**src/rtl/io_accum_pkg.sv**
```systemverilog
package io_accum_pkg;

  localparam int unsigned OP_W = 4;

  typedef enum logic [OP_W-1:0] {
    OP_NOP0   = 4'd0,
    OP_LDI    = 4'd1,
    OP_A2R    = 4'd2,
    OP_OUTR   = 4'd3,
    OP_OUTA   = 4'd4,
    OP_LDR    = 4'd5,
    OP_LDA    = 4'd6,
    OP_ADD    = 4'd7,
    OP_OR     = 4'd8,
    OP_AND    = 4'd9,
    OP_NOT    = 4'd10
  } op_e;

  typedef enum logic [2:0] {
    ASEL_IN  = 3'd0,
    ASEL_ADD = 3'd1,
    ASEL_OR  = 3'd2,
    ASEL_AND = 3'd3,
    ASEL_NOT = 3'd4
  } asel_e;

  typedef struct packed {
    logic  a_en;
    asel_e a_sel;
    logic  r_en;
    logic  r_from_in;
    logic  o_en;
    logic  o_from_a;
  } ctrl_t;

endpackage

```
**src/rtl/io_accum_rst_sync.sv**
```systemverilog
module io_accum_rst_sync #(
  parameter int unsigned STAGES = 2
) (
  input  logic clk_i,
  input  logic rst_ni,
  output logic rst_no
);

  logic [STAGES-1:0] sync_q;

  always_ff @(posedge clk_i or negedge rst_ni) begin
    if (!rst_ni) begin
      sync_q <= '0;
    end else begin
      sync_q <= {sync_q[STAGES-2:0], 1'b1};
    end
  end

  assign rst_no = sync_q[STAGES-1];

endmodule

```
**src/rtl/io_accum_decode.sv**
```systemverilog
module io_accum_decode
  import io_accum_pkg::*;
(
  input  logic [OP_W-1:0] op_i,
  output ctrl_t           ctrl_o
);

  always_comb begin
    ctrl_o           = '0;
    ctrl_o.a_sel     = ASEL_IN;
    unique case (op_i)
      OP_LDI, OP_LDA: begin
        ctrl_o.a_en  = 1'b1;
        ctrl_o.a_sel = ASEL_IN;
      end
      OP_A2R: begin
        ctrl_o.r_en      = 1'b1;
        ctrl_o.r_from_in = 1'b0;
      end
      OP_LDR: begin
        ctrl_o.r_en      = 1'b1;
        ctrl_o.r_from_in = 1'b1;
      end
      OP_OUTR: begin
        ctrl_o.o_en     = 1'b1;
        ctrl_o.o_from_a = 1'b0;
      end
      OP_OUTA: begin
        ctrl_o.o_en     = 1'b1;
        ctrl_o.o_from_a = 1'b1;
      end
      OP_ADD: begin
        ctrl_o.a_en  = 1'b1;
        ctrl_o.a_sel = ASEL_ADD;
      end
      OP_OR: begin
        ctrl_o.a_en  = 1'b1;
        ctrl_o.a_sel = ASEL_OR;
      end
      OP_AND: begin
        ctrl_o.a_en  = 1'b1;
        ctrl_o.a_sel = ASEL_AND;
      end
      OP_NOT: begin
        ctrl_o.a_en  = 1'b1;
        ctrl_o.a_sel = ASEL_NOT;
      end
      default: begin
        ctrl_o = '0;
      end
    endcase
  end

endmodule

```
**src/rtl/io_accum_alu.sv**
```systemverilog
module io_accum_alu
  import io_accum_pkg::*;
#(
  parameter int unsigned DW = 8
) (
  input  asel_e         sel_i,
  input  logic [DW-1:0] a_i,
  input  logic [DW-1:0] r_i,
  input  logic [DW-1:0] din_i,
  output logic [DW-1:0] res_o
);

  logic [DW-1:0] sum;
  logic [DW-1:0] or_v;
  logic [DW-1:0] and_v;
  logic [DW-1:0] not_v;

  // wrapping add, carry discarded
  assign sum = a_i + r_i;

  for (genvar b = 0; b < DW; b++) begin : g_bit
    assign or_v[b]  = a_i[b] | r_i[b];
    assign and_v[b] = a_i[b] & r_i[b];
    assign not_v[b] = ~a_i[b];
  end

  always_comb begin
    unique case (sel_i)
      ASEL_ADD: res_o = sum;
      ASEL_OR:  res_o = or_v;
      ASEL_AND: res_o = and_v;
      ASEL_NOT: res_o = not_v;
      default:  res_o = din_i;
    endcase
  end

endmodule

```
**src/rtl/io_accum_regs.sv**
```systemverilog
module io_accum_regs
  import io_accum_pkg::*;
#(
  parameter int unsigned DW = 8
) (
  input  logic          clk_i,
  input  logic          rst_ni,
  input  ctrl_t         ctrl_i,
  input  logic [DW-1:0] alu_i,
  input  logic [DW-1:0] din_i,
  output logic [DW-1:0] a_o,
  output logic [DW-1:0] r_o,
  output logic [DW-1:0] dout_o
);

  logic [DW-1:0] a_q, a_d;
  logic [DW-1:0] r_q, r_d;
  logic [DW-1:0] o_q, o_d;

  always_comb begin
    a_d = a_q;
    r_d = r_q;
    o_d = o_q;
    if (ctrl_i.a_en) a_d = alu_i;
    if (ctrl_i.r_en) r_d = ctrl_i.r_from_in ? din_i : a_q;
    if (ctrl_i.o_en) o_d = ctrl_i.o_from_a ? a_q : r_q;
  end

  always_ff @(posedge clk_i or negedge rst_ni) begin
    if (!rst_ni) begin
      a_q <= '0;
      r_q <= '0;
      o_q <= '0;
    end else begin
      a_q <= a_d;
      r_q <= r_d;
      o_q <= o_d;
    end
  end

  assign a_o    = a_q;
  assign r_o    = r_q;
  assign dout_o = o_q;

endmodule

```
**src/rtl/io_accum_core.sv**
```systemverilog
module io_accum_core
  import io_accum_pkg::*;
#(
  parameter int unsigned DW = 8
) (
  input  logic            clk_i,
  input  logic            rst_ni,
  input  logic [OP_W-1:0] op_i,
  input  logic [DW-1:0]   din_i,
  output logic [DW-1:0]   dout_o
);

  logic          rst_n_int;
  ctrl_t         ctrl;
  logic [DW-1:0] a_val;
  logic [DW-1:0] r_val;
  logic [DW-1:0] alu_res;

  io_accum_rst_sync #(.STAGES(2)) u_rst (
    .clk_i  (clk_i),
    .rst_ni (rst_ni),
    .rst_no (rst_n_int)
  );

  io_accum_decode u_dec (
    .op_i   (op_i),
    .ctrl_o (ctrl)
  );

  io_accum_alu #(.DW(DW)) u_alu (
    .sel_i (ctrl.a_sel),
    .a_i   (a_val),
    .r_i   (r_val),
    .din_i (din_i),
    .res_o (alu_res)
  );

  io_accum_regs #(.DW(DW)) u_regs (
    .clk_i  (clk_i),
    .rst_ni (rst_n_int),
    .ctrl_i (ctrl),
    .alu_i  (alu_res),
    .din_i  (din_i),
    .a_o    (a_val),
    .r_o    (r_val),
    .dout_o (dout_o)
  );

endmodule

```
**config.mk**
```make
export PLATFORM = sky130hd
export DESIGN_NAME = io_accum_core
export DESIGN_NICKNAME = d
export VERILOG_FILES = /design/src/rtl/io_accum_pkg.sv /design/src/rtl/io_accum_rst_sync.sv /design/src/rtl/io_accum_decode.sv /design/src/rtl/io_accum_alu.sv /design/src/rtl/io_accum_regs.sv /design/src/rtl/io_accum_core.sv
export SDC_FILE = /design/constraint.sdc
export NUM_CORES = 1
export LEC_CHECK = 0
export BUFFER_PORTS_ARGS = -buffer_cell sky130_fd_sc_hd__buf_2
export CAP_MARGIN = 20
export CELL_PAD_IN_SITES_DETAIL_PLACEMENT = 1
export CELL_PAD_IN_SITES_GLOBAL_PLACEMENT = 2
export CORE_MARGIN = 2
export CORE_UTILIZATION = 38
export CTS_BUF_LIST = sky130_fd_sc_hd__clkbuf_4 sky130_fd_sc_hd__clkbuf_8
export CTS_CLUSTER_SIZE = 25
export DETAILED_ROUTE_END_ITERATION = 7
export PLACE_DENSITY_LB_ADDON = 0.1
export SYNTH_ARGS = -nofsm -noshare
export SYNTH_HDL_FRONTEND = slang
export SYNTH_SLANG_ARGS = --single-unit
export TNS_END_PERCENT = 1
```
**constraint.sdc**
```tcl
create_clock -name clk_i -period 1.1 [get_ports clk_i]
set_clock_uncertainty 0.1 [all_clocks]
set_input_delay 0.11 -clock clk_i [delete_from_list [all_inputs] [get_ports clk_i]]
set_output_delay 0.11 -clock clk_i [all_outputs]
set_load 0.05 [all_outputs]
```
==> flow_metrics.tcl <==
set metrics [dict create \
    grt.total_usage_pct 24.2 \
    antenna_found_initial 0 \
    cts.sinks 26 \
    dp_hpwl_um 4910 \
    numCtsBuffers 3 \
    wl_met1_um 2710 \
    dr_total_vias 1937 \
    start_util_pct 39.3 \
    hp-class "input port to register" \
    num_rows 26 \
    ir_drop_v 0.000940 \
    p_leak_nw 1.29 \
    synthArstFlopShare_pct 100 \
    ys.flop_type "dfrtp_1" \
    p_int_w 0.00345 \
    hold_ws_ns -0.00179 \
    p_sw_w 0.00245 \
    yosys.area_share.adder_pct 11.0 \
    reg2reg_slack_ns -0.88 \
    yosys.area_share.simple_pct 15.3 \
    layout_commonest_cell "buf_4" \
    maxCapViolCount 0 \
    rsz0062_at_grt "yes" \
    post-route-min-period_ns 1.98 \
    n_fill_cell 626 \
    viasPerCell 5.24 \
    crit_arrival_ns 2.06 \
    r2r-start "u_regs.a_o[0]" \
    clk_latency_ns 0.28 \
    cts.clk_slew.worst_paths_ns 0.10 \
    power_density_nw_per_um2 2090 \
    wire_per_inst_um 17.8 \
    rr_worst_depth 7 \
    crit_path_start_kind "register" \
    wirelength_um 6590 \
    synth_xor_area_share_pct 1.31 \
    yosysWarnings 0 \
    crit_required_ns 1.17 \
    layout.nets 332 \
    drive_gt1_share_pct 38.3 \
    cts_tree "built" \
    root_buffer "clkbuf_8" \
    met3_length_um 186 \
    htree_levels 1 \
    critPathKind "register to register" \
    coreArea_um2 5110 \
    fmax_ghz 0.504 \
    synth_top_family_by_area "compound AO/OA/AOI/OAI gates" \
    layout_common_cells "buf_4 (57), dfrtp_1 (24), mux2i_1 (20), nand2_1 (20)" \
    holdCritStartpoint "din_i[5]" \
    io_pins 22 \
    grt_start_max_net_pins 25 \
    netlist.area_leader.share_pct 32.4 \
    yosysTopAreaCell "dfrtp_1" \
    crit_fanout 2 \
    clk_path_buf_depth 2 \
    grt_pass1_wl_um 11100 \
    finalCritPeriodShare_pct 180 \
    die_area_um2 5880 \
    final-setup-viol-count 16 \
    synth.avg_cell_area_um2 9.03 \
    yosys-top-cells-area "dfrtp_1 (32%), ha_1 (10%), mux2i_1 (10%)" \
    finalWorstSetupSlack_ns -0.883 \
    syn_area_um2 2010 \
    initialDrtViolationCount 89 \
    grt_pass1_vias 2237 \
    r2r-end "u_regs.a_o[6]" \
    switching_share_pct 41.6 \
    slew_viol_final 0 \
    violations "hold timing, setup timing" \
    die_h_um 76.7 \
    synth_seq_cells 26 \
    power_frac_clock_pct 14.2 \
    synth_edf_count 0 \
    port_buffers 21 \
    diodes 0 \
    syn_nets 253 \
    p_total_w 0.00590 \
    dpl_worst_slack_ns -0.922 \
    synth_mux_area_share_pct 11.3 \
    drc 0 \
    dr_wl_met2_um 3530 \
    synth-seq-area-share_pct 32.4 \
    drtAntennaViolNets 0 \
    combPwrFrac_pct 59.9 \
    hold_end "u_regs.a_o[5]" \
    maxUsedRoutingLayer "met4" \
    die_x_um 76.7 \
    end_kind "register" \
    routabilityCongestion 0.882 \
    whs_path_depth 3 \
    syn2layout_area_growth_pct 40.5 \
    synth_compound_area_share_pct 22.5 \
    status "finished, violations left" \
    power_frac_seq_pct 25.8 \
    dr.pass1.iters 4 \
    syn_inst 222 \
    grt_overflow 0 \
    finalHoldViolations 1 \
    yosysUniqueCellTypes 46 \
]
how the worst max path moves through the flow:
stage / start / endpoint / slack, ns
6_report: u_regs.a_o[0] / u_regs.a_o[6] / -0.88
3_5_place_dp: u_regs.r_o[0] / u_regs.a_o[6] / -0.92
2_1_floorplan: u_regs.a_o[0] / u_regs.a_o[6] / -0.86
5_1_grt: u_regs.a_o[0] / u_regs.a_o[6] / -1.04
3_3_place_gp: u_regs.r_o[0] / u_regs.a_o[6] / -0.87
4_1_cts: u_regs.r_o[0] / u_regs.a_o[6] / -0.92
what timing repair did:
| action | CTS | global route |
|---|---|---|
| resized for setup | 16 | 19 |
| buffers inserted | 0 | 2 |
| pin swaps | 11 | 12 |
| endpoints found under the hold margin | 3 | 0 |
| hold buffers | 2 | 0 |
| setup endpoints to repair | 24 | 32 |
kinds of logic (layout without fill, tap and decap cells):
logic type,Yosys count,after routing
simple gates,59,59
flops,26,26
fa+ha+maj,17,17
other cells,1,1
mux,22,22
compound gates,67,67
buf+inv,27,105
xor+xnor,3,3
worst max-delay path, cell delays in order (launching register included):
cell and delay, ns:
dfrtp_1 0.41, ha_2 0.20, fa_2 0.35, a211oi_2 0.26, o21bai_1 0.12, a21oi_2 0.14
xor2_1 0.18, a22oi_2 0.10
layer usage:
layer / GRT usage [%] / up-vias
met5: 0 / -
met4: 10.2 / 0
met3: 3.18 / 12
met2: 44.9 / 25
met1: 27.8 / 964
li1: - / 936
flip-flops by register name (all words and copies together) (netlist names):
signal and flops:
u_rst.sync_q 2, u_regs.a_o 8, u_regs.r_o 8, u_regs.dout_o 8
synth_stat cells, types with 2 or more instances:
cell type	n
dfrtp_1	26
nand2_1	21
mux2i_1	20
inv_1	19
nor2_1	17
a21oi_1	16
ha_1	16
o21ai_0	16
o22ai_1	6
buf_2	5
nand2b_1	5
o21bai_1	4
a211oi_1	3
a21oi_2	3
a22oi_1	3
nor3_1	3
o211ai_1	3
a32oi_1	2
nand3_1	2
nor2_4	2
nor2b_1	2
o31ai_1	2
o32ai_1	2
xor2_1	2
power by group through the flow:
stage	sequential (W)	clock, W	combinational, W
floorplan	0.00189	0	0.00145
global placement	0.00148	0	0.00302
detailed placement	0.00150	0	0.00319
CTS	0.00150	0.000853	0.00338
global route	0.00157	0.000897	0.00388
finish	0.00152	0.000839	0.00354
per-stage QoR:
| stage | setup TNS [ns] | cells | utilization [%] | area, µm² |
|---|---|---|---|---|
| floorplan | -7.32 | 222 | - | 2020 |
| global placement | -9.52 | 362 | 51.2 | 2610 |
| detailed placement | -10.73 | 362 | 51.2 | 2610 |
| CTS | -6.11 | 368 | 53.8 | 2750 |
| global route | -7.35 | 370 | 55.2 | 2820 |
| finish | -5.95 | 370 | 55.2 | 2820 |
cell type report:
class / count / area [µm²] / area share [%]
Multi-Input combinational cell: 169 / 1290 / 45.8
Timing Repair Buffer: 82 / 643 / 22.8
Sequential cell: 26 / 653 / 23.2
Clock buffer: 3 / 41.3 / 1.47
Clock inverter: 1 / 30.0 / 1.07
Tap cell: 70 / 87.6 / 3.11
Inverter: 19 / 71.3 / 2.53
Note: power is estimated with default switching activity, not from simulation.
